### config.mk
export PLATFORM = sky130hd
export DESIGN_NAME = refresh_gen
export DESIGN_NICKNAME = d
export VERILOG_FILES = /design/src/rtl/refresh_pkg.sv /design/src/rtl/refresh_regs.sv /design/src/rtl/refresh_pacer.sv /design/src/rtl/refresh_row.sv /design/src/rtl/refresh_gen.sv
export SDC_FILE = /design/constraint.sdc
export NUM_CORES = 1
export LEC_CHECK = 0
export BUFFER_PORTS_ARGS = -buffer_cell sky130_fd_sc_hd__buf_2
export CAP_MARGIN = 0
export CORE_UTILIZATION = 52
export CTS_BUF_LIST = sky130_fd_sc_hd__clkbuf_8
export CTS_CLUSTER_SIZE = 24
export DETAILED_ROUTE_END_ITERATION = 6
export MAX_ROUTING_LAYER = met4
export PLACE_DENSITY = 0.83
export SLEW_MARGIN = 10
export SYNTH_ARGS = -nofsm -noshare
export SYNTH_HDL_FRONTEND = slang
export SYNTH_SLANG_ARGS = --single-unit
### constraint.sdc
create_clock -name clk_i -period 5.5 [get_ports clk_i]
set_input_delay 0.275 -clock clk_i [delete_from_list [all_inputs] [get_ports clk_i]]
set_output_delay 0.275 -clock clk_i [all_outputs]
set_load 0.01 [all_outputs]
### src/rtl/refresh_pkg.sv
package refresh_pkg;
  typedef enum logic [1:0] {
    SEL_INTERVAL = 2'd0,
    SEL_BASE     = 2'd1,
    SEL_CTRL     = 2'd2,
    SEL_NONE     = 2'd3
  } reg_sel_e;
endpackage

### src/rtl/refresh_regs.sv
module refresh_regs
  import refresh_pkg::*;
#(
  parameter int IV_W   = 9,
  parameter int BASE_W = 7,
  parameter int DATA_W = 9
) (
  input  logic              clk_i,
  input  logic              rst_ni,
  input  logic              wr_en_i,
  input  logic [1:0]        wr_sel_i,
  input  logic [DATA_W-1:0] wr_data_i,
  output logic [IV_W-1:0]   interval_o,
  output logic [BASE_W-1:0] base_o,
  output logic              enable_o,
  output logic              enable_next_o,
  output logic              iv_load_o,
  output logic [IV_W-1:0]   iv_load_val_o
);
  reg_sel_e sel;
  logic     wr_iv, wr_base, wr_ctrl;

  assign sel     = reg_sel_e'(wr_sel_i);
  assign wr_iv   = wr_en_i && (sel == SEL_INTERVAL);
  assign wr_base = wr_en_i && (sel == SEL_BASE);
  assign wr_ctrl = wr_en_i && (sel == SEL_CTRL);

  assign iv_load_o     = wr_iv;
  assign iv_load_val_o = wr_data_i[IV_W-1:0];
  assign enable_next_o = wr_ctrl ? wr_data_i[0] : enable_o;

  always_ff @(posedge clk_i or negedge rst_ni) begin
    if (!rst_ni) begin
      interval_o <= '0;
      base_o     <= '0;
      enable_o   <= 1'b0;
    end else begin
      if (wr_iv)   interval_o <= wr_data_i[IV_W-1:0];
      if (wr_base) base_o     <= wr_data_i[BASE_W-1:0];
      enable_o <= enable_next_o;
    end
  end

  p_base_write_r9: assert property (@(posedge clk_i) disable iff (!rst_ni)
    wr_base |=> base_o == $past(wr_data_i[BASE_W-1:0]));
  p_base_hold_r9: assert property (@(posedge clk_i) disable iff (!rst_ni)
    !wr_base |=> $stable(base_o));
endmodule

### src/rtl/refresh_pacer.sv
module refresh_pacer #(
  parameter int IV_W = 9
) (
  input  logic            clk_i,
  input  logic            rst_ni,
  input  logic            enable_i,
  input  logic [IV_W-1:0] interval_i,
  input  logic            load_i,
  input  logic [IV_W-1:0] load_val_i,
  output logic            expire_o
);
  logic [IV_W-1:0] cnt_q;
  logic            run;

  assign run      = enable_i && (interval_i != '0);
  // a write to the interval restarts the count and masks this cycle's expiry
  assign expire_o = run && !load_i && (cnt_q <= IV_W'(1));

  always_ff @(posedge clk_i or negedge rst_ni) begin
    if (!rst_ni)                  cnt_q <= '0;
    else if (load_i)              cnt_q <= load_val_i;
    else if (run) begin
      if (cnt_q <= IV_W'(1))      cnt_q <= interval_i;
      else                        cnt_q <= cnt_q - IV_W'(1);
    end
  end

  p_reload_r2: assert property (@(posedge clk_i) disable iff (!rst_ni)
    expire_o |=> cnt_q == $past(interval_i));
  p_freeze_r8: assert property (@(posedge clk_i) disable iff (!rst_ni)
    (!enable_i && !load_i) |=> $stable(cnt_q));
  p_zero_quiet_r3: assert property (@(posedge clk_i) disable iff (!rst_ni)
    (interval_i == '0) |-> !expire_o);
endmodule

### src/rtl/refresh_row.sv
module refresh_row #(
  parameter int ROW_W  = 12,
  parameter int BASE_W = 7,
  parameter int ADDR_W = BASE_W + ROW_W + 1
) (
  input  logic              clk_i,
  input  logic              rst_ni,
  input  logic              advance_i,
  input  logic [BASE_W-1:0] base_i,
  output logic [ADDR_W-1:0] addr_o
);
  logic [ROW_W-1:0] row_q;

  always_ff @(posedge clk_i or negedge rst_ni) begin
    if (!rst_ni)        row_q <= '0;
    else if (advance_i) row_q <= row_q + ROW_W'(1);
  end

  assign addr_o = {base_i, row_q, 1'b0};

  p_row_step_r6: assert property (@(posedge clk_i) disable iff (!rst_ni)
    advance_i |=> row_q == $past(row_q) + ROW_W'(1));
  p_row_idle_r7: assert property (@(posedge clk_i) disable iff (!rst_ni)
    !advance_i |=> $stable(row_q));
endmodule

### src/rtl/refresh_gen.sv
module refresh_gen #(
  parameter  int IV_W   = 9,
  parameter  int ROW_W  = 12,
  parameter  int BASE_W = 7,
  localparam int DATA_W = (IV_W > BASE_W) ? IV_W : BASE_W,
  localparam int ADDR_W = BASE_W + ROW_W + 1
) (
  input  logic              clk_i,
  input  logic              rst_ni,
  input  logic              wr_en_i,
  input  logic [1:0]        wr_sel_i,
  input  logic [DATA_W-1:0] wr_data_i,
  input  logic              ack_i,
  output logic              req_o,
  output logic [ADDR_W-1:0] addr_o
);
  logic [IV_W-1:0]   interval;
  logic [BASE_W-1:0] base;
  logic              enable, enable_next, iv_load, expire, req_q, advance;
  logic [IV_W-1:0]   iv_load_val;

  refresh_regs #(.IV_W(IV_W), .BASE_W(BASE_W), .DATA_W(DATA_W)) i_regs (
    .clk_i, .rst_ni, .wr_en_i, .wr_sel_i, .wr_data_i,
    .interval_o(interval), .base_o(base), .enable_o(enable),
    .enable_next_o(enable_next), .iv_load_o(iv_load), .iv_load_val_o(iv_load_val)
  );

  refresh_pacer #(.IV_W(IV_W)) i_pacer (
    .clk_i, .rst_ni, .enable_i(enable), .interval_i(interval),
    .load_i(iv_load), .load_val_i(iv_load_val), .expire_o(expire)
  );

  assign advance = req_q && ack_i;

  refresh_row #(.ROW_W(ROW_W), .BASE_W(BASE_W), .ADDR_W(ADDR_W)) i_row (
    .clk_i, .rst_ni, .advance_i(advance), .base_i(base), .addr_o
  );

  // expiries during a pending request merge into it
  always_ff @(posedge clk_i or negedge rst_ni) begin
    if (!rst_ni) req_q <= 1'b0;
    else         req_q <= enable_next && (expire || (req_q && !ack_i));
  end

  assign req_o = req_q;

  p_req_hold_r4: assert property (@(posedge clk_i) disable iff (!rst_ni)
    (req_o && !ack_i && enable_next) |=> req_o);
  p_off_quiet_r8: assert property (@(posedge clk_i) disable iff (!rst_ni)
    !enable |-> !req_o);
  p_rise_cause_r2: assert property (@(posedge clk_i) disable iff (!rst_ni)
    $rose(req_o) |-> $past(expire));
  p_a0_low_r5: assert property (@(posedge clk_i) disable iff (!rst_ni)
    addr_o[0] == 1'b0);
endmodule

Yosys cells after proc, flatten, opt, wreduce, memory -nomap -nowiden
Index checks and enable logic that the tools add are counted.
- register bits after elaboration: 39
- output and inout bits: 21
- $add $sub $neg: 2
- order comparisons: 1
- equal/unequal tests: 2
- multiplexer cells: 4
- reductions and logical operators: 15
- operators with widths (cell ; number):
    $mux 9 ; 3
    $add 12x1->12 const B ; 1
    $le 9x1->1 const B ; 1
    $logic_and 1x1->1 ; 9
    $reduce_bool 9->1 ; 1
    $sub 9x1->9 const B ; 1
    $eq 2x1->1 const B ; 1
    $eq 2x2->1 const B ; 1
    $logic_not 1->1 ; 2
    $logic_not 2->1 ; 1
    $reduce_bool 2->1 ; 1
    $logic_or 1x1->1 ; 1
    $mux 1 ; 1

Logic depth before layout (Yosys ltp)
- depth in word-level cells: 7
- depth in mapped cells: 7
- mapped depth without buffers: 6

By module
From an unflattened synthesis, not the netlist that was laid out.
- cell total of the unflattened synthesis: 197
- area, all modules: 2165.8 um2
- by module, submodules not included (module ; instances ; cells an instance ; area each (um2)):
    refresh_pacer ; 1 ; 93 ; 787.0
    refresh_regs ; 1 ; 47 ; 726.9
    refresh_row ; 1 ; 53 ; 605.6
    refresh_gen ; 1 ; 4 ; 46.3

Worst setup path before layout
OpenSTA, ideal clock, no wires.
- kind: flip-flop to flip-flop
- from: register i_regs.interval_o[2]
- to: register i_pacer.cnt_q[6]
- setup time: 0.126 ns
- arrival time: 1.742 ns
- slack: 3.632 ns
- stages on the path, launching flop included: 5
- path buffers: 0
- path through: dfrtp_1 > or4_4 > o41ai_4 > a21oi_1 > o32a_1
- longest elaborated chain between the ends: 3
- ends and longest elaborated chain (item ; RTL line ; text):
    start, declared ; refresh_regs.sv:13 ; output logic [IV_W-1:0] interval_o,
    start signal, assigned ; refresh_regs.sv:38 ; if (wr_iv) interval_o <= wr_data_i[IV_W-1:0];
    $reduce_bool 9->1 ; refresh_pacer.sv:15 ; assign run = enable_i && (interval_i != '0);
    $logic_and 1x1->1 ; refresh_pacer.sv:15 ;
    $reduce_bool 2->1 (no line) ; n/a ;
    end signal, assigned ; refresh_pacer.sv:21 ; else if (load_i) cnt_q <= load_val_i;
    end signal, assigned ; refresh_pacer.sv:23 ; if (cnt_q <= IV_W'(1)) cnt_q <= interval_i;
    end signal, assigned ; refresh_pacer.sv:24 ; else cnt_q <= cnt_q - IV_W'(1);
    end, declared ; refresh_pacer.sv:12 ; logic [IV_W-1:0] cnt_q;
No other way between the ends.
A chain may end at the register's enable or synchronous reset.

Worst setup path in the final report
Same ends and word-level chain as after synthesis.

==> impl_summary.md <==
Run
The tool flagged a number of max-cap violations equal to 0.

Route
The detailed-route wire length per cell is 15.9 µm. The number of vias per cell after detailed routing is 5.91. The detailed router finished its first iteration with 78 violations.

The total via count in the routed design is 1555. In the routed design, unresolved DRC markers number 0. The routed design has between 4 and 5 mm of wire.

The count of antenna-violating nets left after detailed routing is 0. The first detailed-routing pass took 4 iterations.

Critical path
The critical path goes through or4_4 -> o41ai_4 -> a21oi_1 -> o32a_1. The arrival time of the worst setup path is 2.23 ns. The data required time of the critical path is 5.69 ns. Along the worst path, the maximum fanout reaches 9. The kind of critical path is reg -> reg. The element type at the critical path end is a flop.

The slowest stage cell on the critical path is o41ai_4. The total buffers and inverters traversed by the critical path is 0. On the worst path, the slowest cell contributes a delay of 0.60 ns. The category of the worst setup path launch point is a flop. Grouping stages by cell kind, the critical path spends the most delay in compound AO/OA/AOI/OAI gates.

Yosys
The synthesized-area fraction occupied by ao, oa, aoi and oai cells is 0.125. By area, the combinational part of the netlist is dominated by simple AND/OR/NAND/NOR gates. Of the post-synthesis cell area, the dominant cell type holds 0.497.

For this run, the number of Yosys warnings is 0. Sorting the synthesized cells by how often they occur yields dfrtp_1, nand2_1, mux2_2, xnor2_1, nand3_1. The post-synthesis net count is 200. The adder and majority cell fraction of the synthesized area is 0.0191.

The share of synthesized area occupied by flip-flops and latches is 0.497. The synthesized netlist contains 43 unique library cells. The simple-gate portion of the synthesized area is 0.194. A synthesized cell averages approximately 11 µm². The xor/xnor share of the synthesized area is 0.0625. The number of flops mapped to enable cells by yosys is 0.

Synthesis handed over a netlist of 182 instances. The cell area after synthesis is about 0.0020 mm². The multiplexer area fraction after synthesis is 0.0778.

The number of flip-flops and latches in the synthesized netlist is 39. The cell with the most instances after synthesis is dfrtp_1. By area the synthesized netlist is led by dfrtp_1, mux2_2, nand2_1, xnor2_1, mux2i_1. The most used flip-flop cell after synthesis is dfrtp_1. After synthesis, the share of flip-flops with an asynchronous set or reset is 1.00. The top cell type by total area after synthesis is dfrtp_1.

Global routing
The number of global-route vias before repair was 1523. The number of antenna violations at the first check in global routing came to 0. The overall fraction of global-route tracks in use is 0.238. The global-route congestion overflow total is 0. The maximum number of pins on one net before global-route repair is 40.

The first-pass GRT wire length is 7.04 mm.

Die
After floorplanning, the core was sized to cover 0.00347 mm². The die covers 0.00403 mm². The horizontal extent of the die is 63.4 µm.

The number of top-level pins is 36. The die is 63.4 µm tall. For this configuration, the core starts out at a cell density of 0.566. Row generation in the floorplan step produced 21 rows.

Cells and area
Fill cells in the final layout number 289. The finished layout holds 263 standard cells, fillers aside. The utilization of the core after routing is 0.655. From synthesis to final layout, the design area changed by 15.7%. The share of final-layout standard cells stronger than drive strength 1 is 0.281.

The number of inserted diodes is 0. The net total in the final layout is 235.

Clock network
Post-CTS timing repair inserted 0 buffers for setup. The post-cts sizing count is 0. The tree built by TritonCTS fans out to 39 sinks. The clock-pin slew of the registers on the worst-case setup and hold paths is approximately 0.08 ns. The clock passes through at most 2 buffers. The clock latency reported for the late side of the worst-skew pair is 0.30 ns.

The tree is rooted in a clkbuf_8. The H-tree depth is 2. The clock tree from TritonCTS is built.

TritonCTS created 5 clock buffers. The total of hold buffers inserted after clock tree synthesis is 0.

Timing
Adding up every negative setup slack in the final design gives 0 ns. In the finished design, the share of the clock period the worst path needs comes to 0.372. Clock skew on the completed layout was measured at 0.00348 ns. On the final layout, the worst hold slack is 0.0717 ns. The final count of hold timing violations came to 0. Setup repair after global routing left no endpoint under its margin. The routed design could run at a clock period as short as 2.05 ns. The setup violation total in the final timing report is 0. The count of final max-slew check failures is 0. At the pin with the least slew margin, the transition time is 0.844 ns.

Timing would allow up to 489 MHz. The worst pin sits at a relative slew slack of 0.438.

Placement
The placed wire-length estimate is 3.01 mm. The cell total after placement is between 200 and 300. Port buffering added 34 buffers. The routability congestion estimate is roughly 0.83.

Worst hold path
The kind of path behind the tightest hold check is in -> async.

Status
The flow ran to the end, and the final reports show no timing, DRC or antenna violations.

Power
The power per cell area is about 400 mW/mm². In this run the static leakage power is about 1.1 nW. VDD sags by at most about 0.22 mV.
## report_power, final
| part | total (mW) | leakage, nW | switching [mW] | internal [mW] |
|---|---|---|---|---|
| Clock | 0.235 | 0.0502 | 0.103 | 0.132 |
| Sequential | 0.409 | 0.499 | 0.0685 | 0.340 |
| Combinational | 0.291 | 0.538 | 0.155 | 0.136 |
## cell type report
type	instances	area, µm²	area share
Tap cell	46	57.6	0.0253
Timing Repair Buffer	35	178	0.0782
Inverter	3	11.3	0.00496
Multi-Input combinational cell	133	943	0.415
Clock inverter	2	37.5	0.0165
Sequential cell	39	976	0.430
Clock buffer	5	68.8	0.0303
## through the flow
step | setup WS, ns | total power [mW] | cell area, µm²
finish | 3.45 | 0.935 | 2270
global route | 3.38 | 0.985 | 2270
CTS | 3.47 | 0.933 | 2270
detailed placement | 3.47 | 0.701 | 2170
global placement | 3.53 | 0.687 | 2170
floorplan | 3.63 | 0.618 | 1960
## state kept, by name (all words and copies together), names as in the netlist
register / count
i_regs.enable_o: 1
i_row.row_q: 12
i_regs.base_o: 7
req_o: 1
i_pacer.cnt_q: 9
i_regs.interval_o: 9
## worst paths after layout
path,start,to,slack (ns),cells after the start
setup / recovery,i_regs.interval_o[2],i_pacer.cnt_q[6],3.45,4
hold reg to reg,i_row.row_q[11],i_row.row_q[11],0.48,1
max in group asynchronous,rst_ni,i_regs.interval_o[2],4.89,1
min in group clk_i,wr_data_i[8],i_regs.interval_o[8],0.19,3
setup reg to reg,i_regs.interval_o[2],i_pacer.cnt_q[6],3.45,4
hold / removal,rst_ni,i_pacer.cnt_q[7],0.07,1
## layer usage
metal | part of all wire | global-route usage
met3 | 0.048 | 0.0543
met2 | 0.50 | 0.383
met4 | 0.021 | 0.0938
met5 | 0 | -
met1 | 0.44 | 0.289
## kinds of logic after synthesis
| kind of cell | after synthesis |
|---|---|
| mux | 14 |
| buf+inv | 10 |
| flops | 39 |
| simple gates | 73 |
| compound gates | 28 |
| other cells | 1 |
| fa+ha+maj | 3 |
| xor+xnor | 14 |
## cells in the final DEF (no fill, tap or decap), types with 3 or more instances in the layout
| cell type | n |
|---|---|
| nand2_1 | 29 |
| mux2i_1 | 4 |
| clkbuf_8 | 5 |
| ha_1 | 3 |
| inv_1 | 3 |
| xnor2_1 | 10 |
| nor4_1 | 3 |
| or3_1 | 5 |
| nor3_1 | 4 |
| nand3_1 | 7 |
| dfrtp_1 | 39 |
| o211ai_1 | 5 |
| and2_1 | 4 |
| buf_2 | 34 |
| xor2_1 | 4 |
| nor3b_1 | 3 |
| nor2_1 | 6 |
| mux2_2 | 10 |
| nand4_1 | 3 |
No activity file was read; power rests on OpenSTA's default activity.
